<file path="config.mk">
export PLATFORM = sky130hd
export DESIGN_NAME = hib_seq_ctrl
export DESIGN_NICKNAME = d
export VERILOG_FILES = /design/src/rtl/hib_pkg.sv /design/src/rtl/hib_ctrl_reg.sv /design/src/rtl/hib_wake_latch.sv /design/src/rtl/hib_seq_ctrl.sv
export SDC_FILE = /design/constraint.sdc
export NUM_CORES = 1
export LEC_CHECK = 0
export BUFFER_PORTS_ARGS = -buffer_cell sky130_fd_sc_hd__buf_2
export CORE_MARGIN = 10
export CORE_UTILIZATION = 34
export DETAILED_ROUTE_END_ITERATION = 8
export PLACE_DENSITY = 0.74
export SYNTH_ARGS = -nofsm -noshare
export SYNTH_HDL_FRONTEND = slang
export SYNTH_HIERARCHICAL = 1
export SYNTH_SLANG_ARGS = --single-unit
</file>
<file path="constraint.sdc">
create_clock -name clk -period 1.1 [get_ports clk]
set_input_delay 0.22 -clock clk [delete_from_list [all_inputs] [get_ports clk]]
set_output_delay 0.22 -clock clk [all_outputs]
set_load 0.005 [all_outputs]
</file>
<file path="src/rtl/hib_pkg.sv">
package hib_pkg;
  localparam int WORD_W   = 32;
  localparam int TOK_LSB  = 0;
  localparam int TOK_W    = 8;
  localparam int KEY_LSB  = 8;
  localparam int KEY_W    = 8;
  localparam int FRZ_BIT  = 17;
  localparam int SNS_BIT  = 29;
  localparam int LCK_BIT  = 30;
  localparam int HIB_BIT  = 31;

  typedef struct packed {
    logic             hib;
    logic             lock;
    logic             sense;
    logic             frz;
    logic [KEY_W-1:0] key;
    logic [TOK_W-1:0] tok;
  } hib_word_t;

  function automatic hib_word_t unpack_word(input logic [WORD_W-1:0] d);
    hib_word_t w;
    w.hib   = d[HIB_BIT];
    w.lock  = d[LCK_BIT];
    w.sense = d[SNS_BIT];
    w.frz   = d[FRZ_BIT];
    w.key   = d[KEY_LSB +: KEY_W];
    w.tok   = d[TOK_LSB +: TOK_W];
    return w;
  endfunction

  function automatic logic [WORD_W-1:0] pack_word(input hib_word_t w);
    logic [WORD_W-1:0] d;
    d = '0;
    d[HIB_BIT] = w.hib;
    d[LCK_BIT] = w.lock;
    d[SNS_BIT] = w.sense;
    d[FRZ_BIT] = w.frz;
    d[KEY_LSB +: KEY_W] = w.key;
    d[TOK_LSB +: TOK_W] = w.tok;
    return d;
  endfunction
endpackage

</file>
<file path="src/rtl/hib_ctrl_reg.sv">
module hib_ctrl_reg
  import hib_pkg::*;
#(
  parameter logic [KEY_W-1:0] UNLOCK_KEY = 8'h3A
) (
  input  logic              clk,
  input  logic              rst,
  input  logic              sclr,
  input  logic              wr_en,
  input  logic [WORD_W-1:0] wr_data,
  input  logic              wake_req,
  output hib_word_t         word_q,
  output logic              frz_q
);
  hib_word_t wd;
  logic      key_ok;

  assign wd     = unpack_word(wr_data);
  assign key_ok = (word_q.key == UNLOCK_KEY);

  always_ff @(posedge clk) begin
    if (rst || sclr) begin
      word_q <= '0;
      frz_q  <= 1'b0;
    end else begin
      if (wr_en && !word_q.lock) begin
        word_q.tok   <= wd.tok;
        word_q.key   <= wd.key;
        word_q.sense <= wd.sense;
        word_q.lock  <= wd.lock;
        if (wd.frz) begin
          word_q.frz <= 1'b1;
          if (word_q.frz && key_ok) frz_q <= 1'b1;
        end else begin
          word_q.frz <= 1'b0;
          frz_q      <= 1'b0;
        end
        if (wd.hib && key_ok && frz_q) word_q.hib <= 1'b1;
      end
      if (word_q.hib && wake_req) word_q.hib <= 1'b0;
    end
  end
endmodule

</file>
<file path="src/rtl/hib_wake_latch.sv">
module hib_wake_latch #(
  parameter int N_WAKE = 4
) (
  input  logic              clk,
  input  logic              rst,
  input  logic              sclr,
  input  logic              sense_all,
  input  logic              in_hib,
  input  logic [N_WAKE-1:0] evt,
  input  logic              clr_en,
  input  logic [N_WAKE-1:0] clr,
  output logic [N_WAKE-1:0] cause
);
  logic arm;
  assign arm = sense_all | in_hib;

  for (genvar i = 0; i < N_WAKE; i++) begin : g_bit
    always_ff @(posedge clk) begin
      if (rst || sclr)
        cause[i] <= 1'b0;
      else
        cause[i] <= (cause[i] & ~(clr_en & clr[i])) | (evt[i] & arm);
    end
  end
endmodule

</file>
<file path="src/rtl/hib_seq_ctrl.sv">
module hib_seq_ctrl
  import hib_pkg::*;
#(
  parameter int                N_WAKE     = 4,
  parameter logic [KEY_W-1:0]  UNLOCK_KEY = 8'h3A
) (
  input  logic              clk,
  input  logic              rst,
  input  logic              soft_rst,
  input  logic              wr_en,
  input  logic [31:0]       wr_data,
  output logic [31:0]       rd_data,
  input  logic [N_WAKE-1:0] wake_evt,
  input  logic [N_WAKE-1:0] wake_mask,
  input  logic              cause_clr_en,
  input  logic [N_WAKE-1:0] cause_clr,
  output logic [N_WAKE-1:0] cause_q,
  output logic              io_prep,
  output logic              io_freeze,
  output logic              hib_enter,
  output logic              wake
);
  hib_word_t word_q;
  logic      sclr;

  assign sclr = soft_rst & ~word_q.frz;

  hib_ctrl_reg #(.UNLOCK_KEY(UNLOCK_KEY)) u_reg (
    .clk(clk), .rst(rst), .sclr(sclr), .wr_en(wr_en), .wr_data(wr_data),
    .wake_req(wake), .word_q(word_q), .frz_q(io_freeze)
  );

  hib_wake_latch #(.N_WAKE(N_WAKE)) u_wake (
    .clk(clk), .rst(rst), .sclr(sclr), .sense_all(word_q.sense),
    .in_hib(word_q.hib), .evt(wake_evt), .clr_en(cause_clr_en),
    .clr(cause_clr), .cause(cause_q)
  );

  assign wake      = |(cause_q & wake_mask);
  assign rd_data   = pack_word(word_q);
  assign io_prep   = word_q.frz;
  assign hib_enter = word_q.hib;
endmodule

</file>
==> metrics.md, run 1 <==
| Metric | Value |
|---|---|
| Status | finished, violations left |
| Violated checks | setup timing |
| Post-Route WL | about 3200 um |
| TritonCTS Buffers | 3 |
| Crit-path max FO | 2 |
| Avg Cell Area, Syn | roughly 8.4 um2 |
| Clock Skew | 0.002876 ns |
| P_int | 1.213 mW |
| Initial Utilization | 0.3566 |
| CTS tree | yes |
| FFs w/ async S/R, synth | 0 |
| Antenna Cells | 0 |
| Max-slew violations | 0 |
| Req. time, crit path | about 0.9 ns |
| # DRC | 0 |
| Clk_lat worst skew | 0.31 ns |
| Worst setup startpoint | u_wake/cause[1]$_SDFF_PP0_ |
| Final ANT Viol Nets | 0 |
| Post-Syn Area | roughly 1100 um2 |
| Seq/Total Area, Yosys | 0.4598 |
| I/O pins | 89 |
| Endpoints failing setup | 2 |
| Fin crit share | 1.129 |
| Placed Cells | ~240 |
| Max-cap viol count | 0 |
| Die W | around 77 um |
| Vias | about 1100 |
| Leakage | approximately 0.76 nW |
| Min cycle time layout | about 1.2 ns |
| Clock Power Share | 0.246 |
| DRT iter0 DRCs | 38 |
| Worst-case vdd ir drop | a little under 0.6 mV |
| Reg-to-Reg Start | u_reg/word_q[16]$_SDFFE_PP0P_ |
| Sw frac | 0.2471 |
| Rows | 20 |
| Setup slack after layout | -0.1416 ns |
| EDFF count, synth | 0 |
| Die area | ~5900 um2 |
| Grt ovf | 0 |
| Layout Nets | between 200 and 300 |
| Fin. Hold Viols | 0 |
| First-pass GRT wire length | 5030 um |
| Cells after synthesis | 130 |
| Worst EP arrival | 1.02 ns |
| Syn. warnings | 6 |
| PwrDens | ~1000 nW/um2 |
| Vias per cell | around 4.3 |
| FMAX | around 800 MHz |
| Clk slew on worst S/H paths | approximately 0.13 ns |
| Clock Path Buffers | 2 |
| Core area | 3053 um2 |
| Root Buffer | clkbuf_4 |
| Layout cells sized above 1 | 0.4851 |
| Critical Path Sink | wake |
| Hold Buf Count CTS | 0 |
| DIE HEIGHT | around 77 um |
| Port bufs | 64 |
| Critical path endpoint category | output pin |
| Area grow syn2layout | 41.49% |
| Synth unique cells | 22 |
| Vias in the first global route | between 1000 and 1500 |
| RSZ-0062 raised after global routing | true |
| Gate power share | 0.162 |
| Net switching power | between 0.3 and 0.4 mW |
| Routability cong. | approximately 0.7 |
| #FFs+latches synth | 25 |
| H-tree Lvls | 1 |
| Total GRT Usage | 0.1013 |
| 1st-pass router iterations | 4 |
| Final Power | 1.611 mW |
| Dpl hpwl | roughly 2600 um |
| Worst hold slack | 0.1234 ns |
| R2R depth | 4 |
| Main flop type after synthesis | dfxtp_1 |
| Clk sinks | 25 |
| Worst hold path type | primary input to register |
| Setup CP Type | register to output pin |
| Largest net degree at the start of global routing | 14 |
| RR Endpoint | u_reg/word_q[7]$_SDFFE_PP0P_ |
| Initial antenna violation count | 0 |
| Critical path launch point type | register |
| R2R Setup Slk | around 0.080 ns |
| Routed len/inst | between 10 and 15 um |
| Final instance count without filler cells | roughly 250 |
| Seq pwr share | 0.591 |
| Filler cells | between 300 and 400 |
==> cells by family after synthesis <==
group,Yosys count,synth area share
buf+inv,20,0.1391
simple gates,49,0.2080
other cells,1,0.003445
flops,25,0.4598
compound gates,35,0.1897
==> final cells by class <==
class / count / area (um2) / area share
clock buffer: 4 / 26.28 / 0.01706
multi-input combinational: 96 / 504.2 / 0.3274
sequential: 25 / 510.5 / 0.3314
tap: 44 / 55.05 / 0.03574
timing repair buffer: 77 / 444.2 / 0.2884
==> how the worst min path moves through the flow <==
stage,cells after the start,to,startpoint
2_1_floorplan,2,u_reg/word_q[0]$_SDFFE_PP0P_,wr_data[0]
4_1_cts,3,u_reg/word_q[17]$_SDFFE_PP0P_,wr_data[29]
3_5_place_dp,2,u_reg/word_q[6]$_SDFFE_PP0P_,u_reg/word_q[6]$_SDFFE_PP0P_
5_1_grt,3,u_reg/word_q[17]$_SDFFE_PP0P_,wr_data[29]
3_3_place_gp,2,u_reg/word_q[3]$_SDFFE_PP0P_,u_reg/word_q[3]$_SDFFE_PP0P_
6_report,3,u_reg/word_q[17]$_SDFFE_PP0P_,wr_data[29]
==> what timing repair did <==
action / CTS / global route
setup endpoints to repair: 4 / 29
hold endpoints to repair: 0 / 0
setup buffers: 4 / 1
gates resized for setup: 9 / 9
pin swaps: 3 / 1
==> cell usage after synthesis (2+ instances only) <==
| cell type | n | share of area |
|---|---|---|
| a22oi_1 | 2 | 0.014 |
| nor2b_1 | 2 | 0.011 |
| nand2_1 | 35 | 0.12 |
| buf_4 | 16 | 0.11 |
| nor2_1 | 4 | 0.014 |
| dfxtp_1 | 25 | 0.46 |
| buf_6 | 2 | 0.021 |
| and4bb_2 | 2 | 0.023 |
| nand2b_1 | 2 | 0.011 |
| a21oi_1 | 23 | 0.11 |
| a21bo_2 | 3 | 0.028 |
| o21ai_0 | 4 | 0.018 |
==> worst max-delay path: stages, from the launching register on <==
cell and delay (ns):
dfxtp_2 0.36, a22oi_2 0.15, nand2_1 0.08, buf_2 0.13
==> placed cells by master (no fill, tap or decap), types with 2 or more instances in the layout <==
master    Yosys  layout
a21bo_2       3       3
a21oi_1      23      22
a22oi_2       0       2
and4bb_2      2       2
buf_2         1      61
buf_4        16      11
buf_6         2       5
clkbuf_4      0       3
conb_1        1      12
dfxtp_1      25      19
dfxtp_2       0       5
nand2_1      35      35
nor2_1        4       4
o21ai_0       4       4
or2_4         1       2
==> power groups by stage <==
stage	Clock, mW	Combinational [mW]	Sequential [mW]
after global placement	0	0.242	0.972
after floorplan	0	0.144	0.976
after global routing	0.456	0.299	0.957
final	0.397	0.262	0.952
after CTS	0.422	0.259	0.954
after detailed placement	0	0.245	0.973
==> metal layers <==
| metal | part of all wire | GRT usage | wire (um) | vias up |
|---|---|---|---|---|
| li1 | - | - | - | 550 |
| met1 | 0.42 | 0.1206 | 1346 | 463 |
| met2 | 0.48 | 0.1590 | 1533 | 41 |
| met3 | 0.089 | 0.04717 | 283 | 2 |
| met4 | 0.0044 | 0.02788 | 14 | 0 |
| met5 | 0 | 0 | 0 | - |
==> flip-flops by register name, summed over array words and instances, names as in the netlist <==
register	cells
u_wake/cause	4
u_reg/frz_q	1
u_reg/word_q	20
==> through the flow <==
step	setup slack, ns	TNS (ns)	cell area [um2]	utilization
floorplan	0.02493	0	1131	-
global placement	0.02372	0	1430	0.4684
detailed placement	-0.009510	-0.009510	1430	0.4684
CTS	-0.1591	-0.2234	1521	0.4984
global route	-0.2240	-0.3665	1540	0.5045
finish	-0.1416	-0.1469	1540	0.5045
Power figures use the tool's default switching activity.
==> run 2, diff against run 1 <==
--- a/config.mk
+++ b/config.mk
@@ -9,7 +9,7 @@
 export CORE_MARGIN = 10
 export CORE_UTILIZATION = 34
 export DETAILED_ROUTE_END_ITERATION = 8
-export PLACE_DENSITY = 0.74
+export PLACE_DENSITY = 0.83
 export SYNTH_ARGS = -nofsm -noshare
 export SYNTH_HDL_FRONTEND = slang
 export SYNTH_HIERARCHICAL = 1
==> run 2 against run 1 <==
  * The flow still finishes with violations (setup timing)
  * Wire length increased by 2.7%
  * Power grew 1.0%
  * Register-to-register slack worse by 0.11 ns
  * Critical path depth unchanged
  * Non-clock buffer count increased by 2
  * Final cell count up 0.81%
  * Hold slack got worse by 0.013 ns
  * Largest cell class is now multi-input gates
  * Highest routed layer unchanged
==> metrics.md, run 2 (synthesis results as in run 1) <==
| Metric | Value |
|---|---|
| Final ANT Viol Nets | 0 (unchanged) |
| Crit-path max FO | 2 (unchanged) |
| Layout cells sized above 1 | 0.5343 (+0.04917) |
| Clk slew on worst S/H paths | 0.13 ns (about the same) |
| Max-cap viol count | 0 (unchanged) |
| Total GRT Usage | 0.1028 (+0.001493) |
| PwrDens | 1019 nW/um2 (-2.6%) |
| Worst path max stage delay | 0.36 ns (about the same) |
| Most frequent cells in the layout | 60 x buf_2, 35 x nand2_1, 20 x a21oi_1 |
| H-tree Lvls | 1 (unchanged) |
| Post-Route WL | 3264 um (+2.7%) |
| Max stage delay cell, worst path | dfxtp_2 |
| Setup slack after layout | -0.1539 ns (-0.01234 ns) |
| # DRC | 0 (unchanged) |
| Status | finished, violations left |
| I/O pins | 89 (unchanged) |
| Worst hold slack | 0.1103 ns (-0.01311 ns) |
| Area grow syn2layout | 46.67% |
| Clock Skew | 0.005744 ns (+0.002868 ns) |
| Clock Path Buffers | 2 (unchanged) |
| Placed Cells | 239 (unchanged) |
| Placement Cell Area | 1430 um2 (unchanged) |
| First-pass GRT wire length | 5092 um (+1.2%) |
| Clk sinks | 25 (unchanged) |
| Fin. Hold Viols | 0 (unchanged) |
| Port bufs | 64 (unchanged) |
| CTS tree | yes |
| Hold Path Depth | 3 (unchanged) |
| 1st-pass router iterations | 4 (unchanged) |
| Die area | 5865 um2 (unchanged) |
| Grt ovf | 0 (unchanged) |
| Final instance count without filler cells | 248 (+0.81%) |
| Min cycle time layout | 1.254 ns (+0.01234 ns) |
| Clk_lat worst skew | 0.31 ns (about the same) |
| Biggest register | u_reg/word_q |
| Critical path cell sequence | a22oi_2, nand2_1, buf_2 |
| Req. time, crit path | 0.88 ns (about the same) |
| Root Buffer | clkbuf_4 |
| Final Power | 1.627 mW (+1.0%) |
| Worst hold path type | primary input to register |
| Final Cell Area | 1597 um2 (+3.7%) |
| DIE HEIGHT | 76.58 um (unchanged) |
| Vias in the first global route | 1071 (+3.9%) |
| R2R Setup Slk | -0.03 ns (-0.11 ns) |
| Max-slew violations | 0 (unchanged) |
| Layout Nets | 254 (+0.79%) |
| Initial antenna violation count | 0 (unchanged) |
| Critical path endpoint category | output pin |
| Rows | 20 (unchanged) |
| Worst setup startpoint | u_wake/cause[1]$_SDFF_PP0_ |
| Critical Path Sink | wake |
| Leakage | 0.7753 nW (+2.3%) |
| Max reg flops | 20 (unchanged) |
| Endpoints failing setup | 4 (+2) |
| Fin crit share | 1.140 (+0.01122) |
| Vias per cell | 4.319 (+0.60%) |
| TritonCTS Buffers | 3 (unchanged) |
| Vias | 1071 (+1.4%) |
| Initial Utilization | 0.3566 (unchanged) |
| Dpl hpwl | 2574 um (+0.79%) |
| Setup CP Type | register to output pin |
| Routability cong. | 0.7643 (+10%) |
| Worst EP arrival | 1.03 ns (about the same) |
| Core area | 3053 um2 (unchanged) |
| R2R depth | 6 (+2) |
| Routed len/inst | 13.16 um (+1.9%) |
| Die W | 76.58 um (unchanged) |
| Biggest registers after layout | u_reg/word_q (20), u_wake/cause (4), u_reg/frz_q (1) |
| RSZ-0062 raised after global routing | true |
| Largest net degree at the start of global routing | 14 (unchanged) |
| Antenna Cells | 0 (unchanged) |
| DRT iter0 DRCs | 22 (-42%) |
| Most common cell after layout, fill and taps aside | buf_2 |
| RR Endpoint | u_reg/word_q[19]$_SDFFE_PP0P_ |
| FMAX | 797.5 MHz (-0.98%) |
| Violated checks | setup timing |
| Critical path launch point type | register |
| Worst-case vdd ir drop | 0.7576 mV (+29%) |
| Hold Buf Count CTS | 0 (unchanged) |
| Reg-to-Reg Start | u_wake/cause[1]$_SDFF_PP0_ |
==> run 2: cell count changes in the layout (fill, tap and decap cells not counted), sizes merged <==
cell / delta
buf: +2
==> run 2: metrics by stage <==
step             util  setup TNS (ns)  setup WS (ns)
2_1_floorplan       -               0        0.02493
3_3_place_gp   0.4684               0        0.02529
3_5_place_dp   0.4684               0       0.009924
4_1_cts        0.4926         -0.1773        -0.1463
5_1_grt        0.5230         -0.4698        -0.2324
6_report       0.5230         -0.2028        -0.1539
==> run 2: worst min-delay path by stage <==
stage	start	endpoint	slack, ns
final	wr_data[29]	u_reg/word_q[17]$_SDFFE_PP0P_	0.11
after global routing	wr_data[12]	u_reg/word_q[12]$_SDFFE_PP0P_	0.1
after CTS	wr_data[29]	u_reg/word_q[17]$_SDFFE_PP0P_	0.11
after detailed placement	u_reg/word_q[1]$_SDFFE_PP0P_	u_reg/word_q[1]$_SDFFE_PP0P_	0.45
after global placement	u_reg/word_q[0]$_SDFFE_PP0P_	u_reg/word_q[0]$_SDFFE_PP0P_	0.44
after floorplan	wr_data[0]	u_reg/word_q[0]$_SDFFE_PP0P_	0.35
==> run 2: worst max-delay path, delay by kind of cell (launching register included) <==
family,cells,cell delay (ns)
flops,1,0.36
buf+inv,1,0.13
simple gates,1,0.08
compound gates,1,0.15
==> run 2: area by class of cell <==
class                           instances  area, um2
Clock buffer                            4      26.28
Fill cell                             329       1456
Multi-Input combinational cell         96      523.0
Sequential cell                        25      519.2
Tap cell                               44      55.05
Timing Repair Buffer                   79      473.0
==> run 2: timing repair <==
action / CTS / global route
pin swaps: 3 / 3
resized for setup: 9 / 22
cloned: 0 / 0
endpoints found under the setup margin: 4 / 30
buffers inserted: 3 / 4
==> run 2: metal layers <==
metal / share of wire / global-route usage / vias up
met5: 0 / 0 / -
met1: 0.42 / 0.1120 / 472
met4: 0.0070 / 0.02045 / 0
li1: - / - / 556
met2: 0.52 / 0.1803 / 39
met3: 0.055 / 0.04481 / 4
==> run 2: power by group <==
group / switching [mW] / internal, mW / total (mW)
Clock: 0.265 / 0.142 / 0.406
Sequential: 0.0197 / 0.934 / 0.954
Combinational: 0.128 / 0.140 / 0.267
Total: 0.412 / 1.21 / 1.63
